==> src/rtl/chg_irq_pkg.sv <==
package chg_irq_pkg;
    typedef enum logic [1:0] {
        ST_IDLE = 2'd0,
        ST_CHG  = 2'd1,
        ST_DATA = 2'd2,
        ST_BOTH = 2'd3
    } irq_state_e;

    localparam int unsigned WARM_CYCLES = 3;
endpackage

==> src/rtl/chg_irq_sync.sv <==
module chg_irq_sync #(
    parameter int unsigned W = 8
) (
    input  logic         clk,
    input  logic         rst_n,
    input  logic         sw_reset,
    input  logic [W-1:0] status_in,
    input  logic [W-1:0] mask_bits,
    output logic [W-1:0] status_sync,
    output logic         chg_evt
);
    import chg_irq_pkg::*;
    localparam int unsigned CW = $clog2(WARM_CYCLES + 1);

    logic [W-1:0]  meta_q;
    logic [W-1:0]  sync_q;
    logic [W-1:0]  prev_q;
    logic [CW-1:0] warm_q;
    logic          warm_done;
    logic [W-1:0]  bit_evt;

    always_ff @(posedge clk or negedge rst_n) begin
        if (!rst_n) begin
            meta_q <= '0;
            sync_q <= '0;
            prev_q <= '0;
            warm_q <= '0;
        end else if (sw_reset) begin
            meta_q <= '0;
            sync_q <= '0;
            prev_q <= '0;
            warm_q <= '0;
        end else begin
            meta_q <= status_in;
            sync_q <= meta_q;
            prev_q <= sync_q;
            if (!warm_done)
                warm_q <= warm_q + 1'b1;
        end
    end

    assign warm_done = (warm_q == CW'(WARM_CYCLES));

    for (genvar i = 0; i < W; i++) begin : g_bit
        assign bit_evt[i] = (sync_q[i] ^ prev_q[i]) & ~mask_bits[i];
    end

    assign chg_evt     = warm_done & (|bit_evt);
    assign status_sync = sync_q;
endmodule

==> src/rtl/chg_irq_fsm.sv <==
module chg_irq_fsm (
    input  logic                    clk,
    input  logic                    rst_n,
    input  logic                    sw_reset,
    input  logic                    set_chg,
    input  logic                    clr_chg,
    input  logic                    set_dat,
    input  logic                    clr_dat,
    output chg_irq_pkg::irq_state_e state,
    output logic                    asserted
);
    import chg_irq_pkg::*;

    irq_state_e state_q, state_d;
    logic chg_p, dat_p, chg_n, dat_n;

    always_comb begin
        chg_p = 1'b0;
        dat_p = 1'b0;
        unique case (state_q)
            ST_IDLE: begin chg_p = 1'b0; dat_p = 1'b0; end
            ST_CHG:  begin chg_p = 1'b1; dat_p = 1'b0; end
            ST_DATA: begin chg_p = 1'b0; dat_p = 1'b1; end
            ST_BOTH: begin chg_p = 1'b1; dat_p = 1'b1; end
        endcase
        chg_n = set_chg | (chg_p & ~clr_chg);
        dat_n = set_dat | (dat_p & ~clr_dat);
        unique case ({chg_n, dat_n})
            2'b00: state_d = ST_IDLE;
            2'b10: state_d = ST_CHG;
            2'b01: state_d = ST_DATA;
            2'b11: state_d = ST_BOTH;
        endcase
        if (sw_reset)
            state_d = ST_IDLE;
    end

    always_ff @(posedge clk or negedge rst_n) begin
        if (!rst_n)
            state_q <= ST_IDLE;
        else
            state_q <= state_d;
    end

    always_comb begin
        asserted = (state_q != ST_IDLE);
    end

    assign state = state_q;
endmodule

==> src/rtl/chg_irq_pin.sv <==
module chg_irq_pin (
    input  logic asserted,
    input  logic od_mode,
    output logic irq_n,
    output logic irq_oe
);
    always_comb begin
        irq_n  = ~asserted;
        irq_oe = od_mode ? asserted : 1'b1;
    end
endmodule

==> src/rtl/chg_irq_ctrl.sv <==
module chg_irq_ctrl #(
    parameter int unsigned W = 8
) (
    input  logic         clk,
    input  logic         rst_n,
    input  logic         sw_reset,
    input  logic [W-1:0] status_in,
    input  logic [W-1:0] mask_bits,
    input  logic         arm_txd,
    input  logic         txd_new,
    input  logic         rd_status,
    input  logic         rd_txd,
    input  logic         od_mode,
    output logic         irq_n,
    output logic         irq_oe,
    output logic [W-1:0] status_rdata
);
    import chg_irq_pkg::*;

    logic [W-1:0] status_sync;
    logic         chg_evt;
    logic         data_evt;
    logic         asserted;
    irq_state_e   state;
    logic [W-1:0] rdata_q;

    chg_irq_sync #(.W(W)) u_sync (
        .clk        (clk),
        .rst_n      (rst_n),
        .sw_reset   (sw_reset),
        .status_in  (status_in),
        .mask_bits  (mask_bits),
        .status_sync(status_sync),
        .chg_evt    (chg_evt)
    );

    assign data_evt = txd_new & arm_txd;

    chg_irq_fsm u_fsm (
        .clk     (clk),
        .rst_n   (rst_n),
        .sw_reset(sw_reset),
        .set_chg (chg_evt),
        .clr_chg (rd_status),
        .set_dat (data_evt),
        .clr_dat (rd_txd),
        .state   (state),
        .asserted(asserted)
    );

    chg_irq_pin u_pin (
        .asserted(asserted),
        .od_mode (od_mode),
        .irq_n   (irq_n),
        .irq_oe  (irq_oe)
    );

    always_ff @(posedge clk or negedge rst_n) begin
        if (!rst_n)
            rdata_q <= '0;
        else if (sw_reset)
            rdata_q <= '0;
        else if (rd_status)
            rdata_q <= status_sync;
    end

    assign status_rdata = rdata_q;
endmodule

==> config.mk <==
export PLATFORM = sky130hd
export DESIGN_NAME = chg_irq_ctrl
export DESIGN_NICKNAME = d
export VERILOG_FILES = /design/src/rtl/chg_irq_pkg.sv /design/src/rtl/chg_irq_sync.sv /design/src/rtl/chg_irq_fsm.sv /design/src/rtl/chg_irq_pin.sv /design/src/rtl/chg_irq_ctrl.sv
export SDC_FILE = /design/constraint.sdc
export NUM_CORES = 1
export LEC_CHECK = 0
export BUFFER_PORTS_ARGS = -buffer_cell sky130_fd_sc_hd__buf_2
export CORE_UTILIZATION = 46
export DETAILED_ROUTE_END_ITERATION = 7
export GPL_ROUTABILITY_DRIVEN = 1
export HOLD_SLACK_MARGIN = 0.03
export PLACE_DENSITY = 0.84
export SLEW_MARGIN = 40
export SYNTH_ARGS = -nofsm -noshare
export SYNTH_HDL_FRONTEND = slang
export SYNTH_SLANG_ARGS = --single-unit
==> constraint.sdc <==
create_clock -name clk -period 1 [get_ports clk]
set_input_delay 0.1 -clock clk [delete_from_list [all_inputs] [get_ports clk]]
set_output_delay 0.1 -clock clk [all_outputs]
set_load 0.1 [all_outputs]
==> results of run 1 <==
cell type report:
type / count / area share
Clock buffer: 5 / 0.01842
Tap cell: 31 / 0.01903
Clock inverter: 3 / 0.02087
Timing Repair Buffer: 54 / 0.2591
Sequential cell: 36 / 0.4469
Multi-Input combinational cell: 67 / 0.2357
metrics by stage:
step / power (W) / std cells / cell area (um^2) / hold slack [ps]
after floorplan: 0.001853 / 108 / 1404 / -195.6
after global placement: 0.002031 / 173 / 1803 / 15.95
after detailed placement: 0.002053 / 173 / 1803 / 25.76
after CTS: 0.003101 / 194 / 2013 / 81.99
after global routing: 0.003239 / 196 / 2038 / 95.01
final: 0.003092 / 196 / 2038 / 97.12
repair_timing:
| action | 4_1_cts | 5_1_grt |
|---|---|---|
| setup buffers | 1 | 2 |
| pin swaps | 2 | 3 |
| gates resized for setup | 1 | 1 |
| endpoints found under the hold margin | 45 | 0 |
| hold buffers | 12 | 0 |
| setup endpoints to repair | 12 | 12 |
power by group:
part	total [W]	switching [W]	internal [W]	leakage (nW)
logic	0.000514	0.000265	0.000248	0.449
registers	0.00157	0.0000484	0.00152	0.471
clock network	0.00101	0.000487	0.000521	0.0412
total	0.00309	0.000801	0.00229	0.961
cell usage after synthesis:
| library cell | n |
|---|---|
| a21oi_1 | 1 |
| o21ai_1 | 1 |
| nand2_1 | 3 |
| nor2b_2 | 1 |
| xor2_1 | 1 |
| mux2i_1 | 9 |
| dfrtp_1 | 36 |
| buf_2 | 5 |
| o22ai_1 | 4 |
| ha_1 | 1 |
| nor2_1 | 12 |
| xnor2_1 | 8 |
| nor2b_1 | 23 |
| nand2b_1 | 2 |
| nor4_1 | 1 |
worst max-delay path, stage by stage, from the launching register on:
cell	delay, ps
dfrtp_1	430
nor2_4	210
nand2_8	60
buf_12	160
kinds of logic (layout without fill, tap and decap cells):
logic type	Yosys count	after routing	share of synthesized area
adders and majority gates	1	1	0.009131
muxes	9	9	0.06576
and+or+nand+nor	42	42	0.1662
xor gates and xnor gates	9	9	0.05754
buffers and inverters	5	62	0.01826
AOI/OAI and AO/OA	6	6	0.02556
DFF	36	36	0.6575
sequential cells by signal, summed over array words and instances (netlist names):
name / count
status_rdata: 8
u_sync.warm_q: 2
u_sync.prev_q: 8
u_sync.status_sync: 8
u_sync.meta_q: 8
u_fsm.state: 2
routing by layer:
metal  share of wire  routed length, um  track usage  vias up
li1                -                  -            -      456
met1            0.38                984       0.1921      441
met2            0.55               1406       0.3462       26
met3           0.048                124      0.05991        8
met4           0.020                 51      0.09408        0
met5               0                  0            0        -
worst paths after layout:
path / startpoint / to / slack (ps) / cells past startpoint
max: u_fsm.state[0]$_DFF_PN0_ / irq_oe / -320 / 3
min: sw_reset / status_rdata[6]$_DFFE_PN0P_ / 100 / 2
max reg2reg: u_sync.status_sync[7]$_DFF_PN0_ / u_fsm.state[0]$_DFF_PN0_ / -120 / 4
min reg2reg: u_sync.meta_q[1]$_DFF_PN0_ / u_sync.status_sync[1]$_DFF_PN0_ / 470 / 1
max in group asynchronous: rst_n / status_rdata[2]$_DFFE_PN0P_ / 370 / 3
min in group asynchronous: rst_n / u_sync.prev_q[5]$_DFF_PN0_ / 180 / 2
==> out/qor.yml, run 1 <==
floorplanning:
  die_x_um: 56.58
  ioPinCount: 34
  start_util: 0.4926
  die-area_um2: 3201
  core_area_um2: 2781
  num_rows: 19
  die_h_um: 56.58
clock_network:
  numCtsBuffers: 5
  htreeDepth: 2
  clk_pin_slew_ps: 120
  clkSinkCount: 36
  clock_path_buffers: 2
  root_buffer: "clkbuf_4"
  insertion_delay_ps: 350
  cts_tree: "done"
grt:
  antenna_found_initial: 0
  grt_pass1_vias: 1021
  grtUsageTotal: 0.1898
  grt_pass1_wl_um: 4353
  grt_max_degree: 26
  grt_overflow_total: 0
placement:
  gp_congestion: 0.7446
  dp_slack_ps: -128.2
  dp_hpwl_um: 1765
  port_buffers: 33
cells_and_area:
  layout-drive-gt1-share: 0.3758
  area.sequential_um2: 910.9
  multiInputGateArea_um2: 480.5
  fill_cells: 194
  final_common_cell: "dfrtp_1"
  layout_common_cells: "dfrtp_1, nor2b_1, buf_2"
  fin_nets: 189
  area_growth_pct: 48.77
  num_antenna_cells: 0
  final_util: 0.7328
min_path:
  hold_class: "input port to flip-flop"
detailed_routing:
  dr_total_vias: 931
  ant_nets: 0
  totalWireLength_um: 2566
  vias_per_cell: 4.750
  routedWlPerCell_um: 13.09
  drc_errors: 0
  dr.pass1.iters: 2
  first_iter_violations: 14
sta:
  rsz0062_at_grt: "yes"
  drv_slew: 0
  max_freq_ghz: 0.7580
  worst_slack_ps: -319.3
  hold_violations: 0
  finClkSkew_ps: 16.85
  finalSetupTns_ps: -1163
  worst_pin_slew_ps: 347.3
  timing.slew.headroom: 0.7684
  setup_viol: 11
  fin_crit_sh: 1.319
  period_minus_slack_ps: 1319
critical_path:
  crit_path_end_kind: "output pin"
  required_ps: 900
  critPathArrivalTime_ps: 1220
  crit_type: "flip-flop to output pin"
  crit_fanout: 2
  start_kind: "flip-flop"
power:
  ir_worst_vdd_mv: 1.538
  p_leak_nw: 0.9614
  p_per_area_nw_per_um2: 1517
synthesis:
  syn-num-nets: 133
  yosysTopAreaCell: "dfrtp_1"
  ys_seq_area_frac: 0.6575
  synth_top_area_share: 0.6575
  syn_area_per_cell_um2: 12.69
  ys_top_cells_by_area: "dfrtp_1, nor2b_1, mux2i_1"
  ys_ff_latch: 36
  synthCells: 108
  syn_area_um2: 1370
  yosysUniqueCellTypes: 15
  ys_warn_count: 0
run_status:
  status: "complete, but fails checks"
  violations: "setup timing"
run:
  drv_cap: 0
No activity file was read; power rests on OpenSTA's default activity.
==> run 2: changes to the inputs <==
--- a/config.mk
+++ b/config.mk
@@ -6,6 +6,7 @@
 export NUM_CORES = 1
 export LEC_CHECK = 0
 export BUFFER_PORTS_ARGS = -buffer_cell sky130_fd_sc_hd__buf_2
+export CORE_MARGIN = 8
 export CORE_UTILIZATION = 46
 export DETAILED_ROUTE_END_ITERATION = 7
 export GPL_ROUTABILITY_DRIVEN = 1
==> out/qor.yml, run 2 (same netlist as run 1, synthesis figures left out) <==
run_status:
  status: "complete, but fails checks"
  violations: "setup timing"
cells_and_area:
  layout_common_cells: "dfrtp_1, nor2b_1, buf_2"
  area.sequential_um2: 910.9
  fin_nets: 194
  final_common_cell: "dfrtp_1"
  multiInputGateArea_um2: 484.2
  layout-drive-gt1-share: 0.3941
  area_growth_pct: 49.50
  num_antenna_cells: 0
  fill_cells: 206
detailed_routing:
  dr_total_vias: 953
  ant_nets: 0
  first_iter_violations: 37
  dr.pass1.iters: 4
  vias_per_cell: 4.695
  drc_errors: 0
  totalWireLength_um: 2767
  routedWlPerCell_um: 13.63
grt:
  antenna_found_initial: 0
  grt_overflow_total: 0
  grt_max_degree: 37
  grtUsageTotal: 0.1270
  grt_pass1_wl_um: 4974
  grt_pass1_vias: 1077
placement:
  port_buffers: 33
  gp_congestion: 0.7227
critical_path:
  crit_fanout: 2
  start_kind: "flip-flop"
  slowest_delay_ps: 420
  crit_buf_inv: 1
  crit_type: "flip-flop to output pin"
  critPathArrivalTime_ps: 1190
  crit_chain: "nor2_4, nand2_8, buf_12"
  crit_family: "flip-flops"
  required_ps: 900
  cpMaxStageDelayCell: "dfrtp_1"
  crit_path_end_kind: "output pin"
run:
  drv_cap: 0
power:
  p_leak_nw: 0.9744
  ir_worst_vdd_mv: 0.9181
  total_power_w: 0.002862
  p_per_area_nw_per_um2: 1397
clock_network:
  clk_pin_slew_ps: 100
  clock_path_buffers: 2
  numCtsBuffers: 5
  root_buffer: "clkbuf_4"
  insertion_delay_ps: 320
  cts_tree: "done"
  clkSinkCount: 36
  htreeDepth: 2
floorplanning:
  start_util: 0.4640
  num_rows: 20
  die-area_um2: 4981
  core_area_um2: 2953
  ioPinCount: 34
  die_x_um: 70.58
  die_h_um: 70.58
sta:
  worst_slack_ps: -293.6
  hold_violations: 0
  timing.slew.headroom: 0.8028
  drv_slew: 0
  setup_viol: 11
  max_freq_ghz: 0.7731
  rsz0062_at_grt: "yes"
  worst_pin_slew_ps: 295.8
  period_minus_slack_ps: 1294
  fin_crit_sh: 1.294
  finClkSkew_ps: 7.953
  hold_ws_ps: 133.8
min_path:
  hold_class: "input port to flip-flop"
[run 2: cell count changes in the layout (fill, tap and decap cells not counted), sizes merged]
| cell | before | now |
|---|---|---|
| clkbuf | 5 | 8 |
| clkinvlp | 1 | 0 |
| clkinv | 1 | 0 |
| buf | 42 | 47 |
| bufinv | 1 | 0 |
[run 2: cell type report]
cell class                 count  area share
multi-input combinational     67      0.2364
timing repair buffer          59      0.2700
clock buffer                   8     0.02871
tap                           33     0.02016
sequential                    36      0.4447
[run 2: worst paths after layout]
| path | from | to | slack (ps) | cells after the start |
|---|---|---|---|---|
| min in group asynchronous | rst_n | u_sync.prev_q[0]$_DFF_PN0_ | 260 | 3 |
| hold reg to reg | u_sync.meta_q[5]$_DFF_PN0_ | u_sync.status_sync[5]$_DFF_PN0_ | 470 | 1 |
| setup / recovery | u_fsm.state[0]$_DFF_PN0_ | irq_oe | -290 | 3 |
| hold / removal | sw_reset | status_rdata[5]$_DFFE_PN0P_ | 130 | 2 |
| max in group asynchronous | rst_n | status_rdata[4]$_DFFE_PN0P_ | 550 | 3 |
| setup reg to reg | u_sync.status_sync[6]$_DFF_PN0_ | u_fsm.state[0]$_DFF_PN0_ | -110 | 4 |
[run 2: layer usage]
| metal | track usage | vias up | share of wire |
|---|---|---|---|
| met3 | 0.07486 | 2 | 0.081 |
| met2 | 0.2103 | 30 | 0.51 |
| met1 | 0.1362 | 456 | 0.40 |
| li1 | - | 465 | - |
| met5 | 0 | - | 0 |
| met4 | 0.02771 | 0 | 0.0094 |
[run 2: metrics by stage]
step                  util  area [um^2]  instances  worst slack [ps]  TNS, ps
floorplan                -         1404        108            -295.3   -397.6
global placement    0.6174         1823        179            -63.83   -63.83
detailed placement  0.6174         1823        179            -149.6   -149.6
CTS                 0.6839         2019        201            -318.4    -1190
global route        0.6936         2048        203            -376.2    -1729
finish              0.6936         2048        203            -293.6   -896.8
[run 2: power breakdown]
group          internal (W)  switching (W)
combinational      0.000253       0.000274
clock              0.000347       0.000427
sequential          0.00152      0.0000393
[run 2: repair_timing]
| action | 4_1_cts | 5_1_grt |
|---|---|---|
| setup buffers | 2 | 2 |
| pin swaps | 2 | 1 |
| resized for setup | 1 | 2 |
| hold buffers | 12 | 0 |
| hold endpoints to repair | 45 | 0 |
| setup endpoints to repair | 12 | 13 |
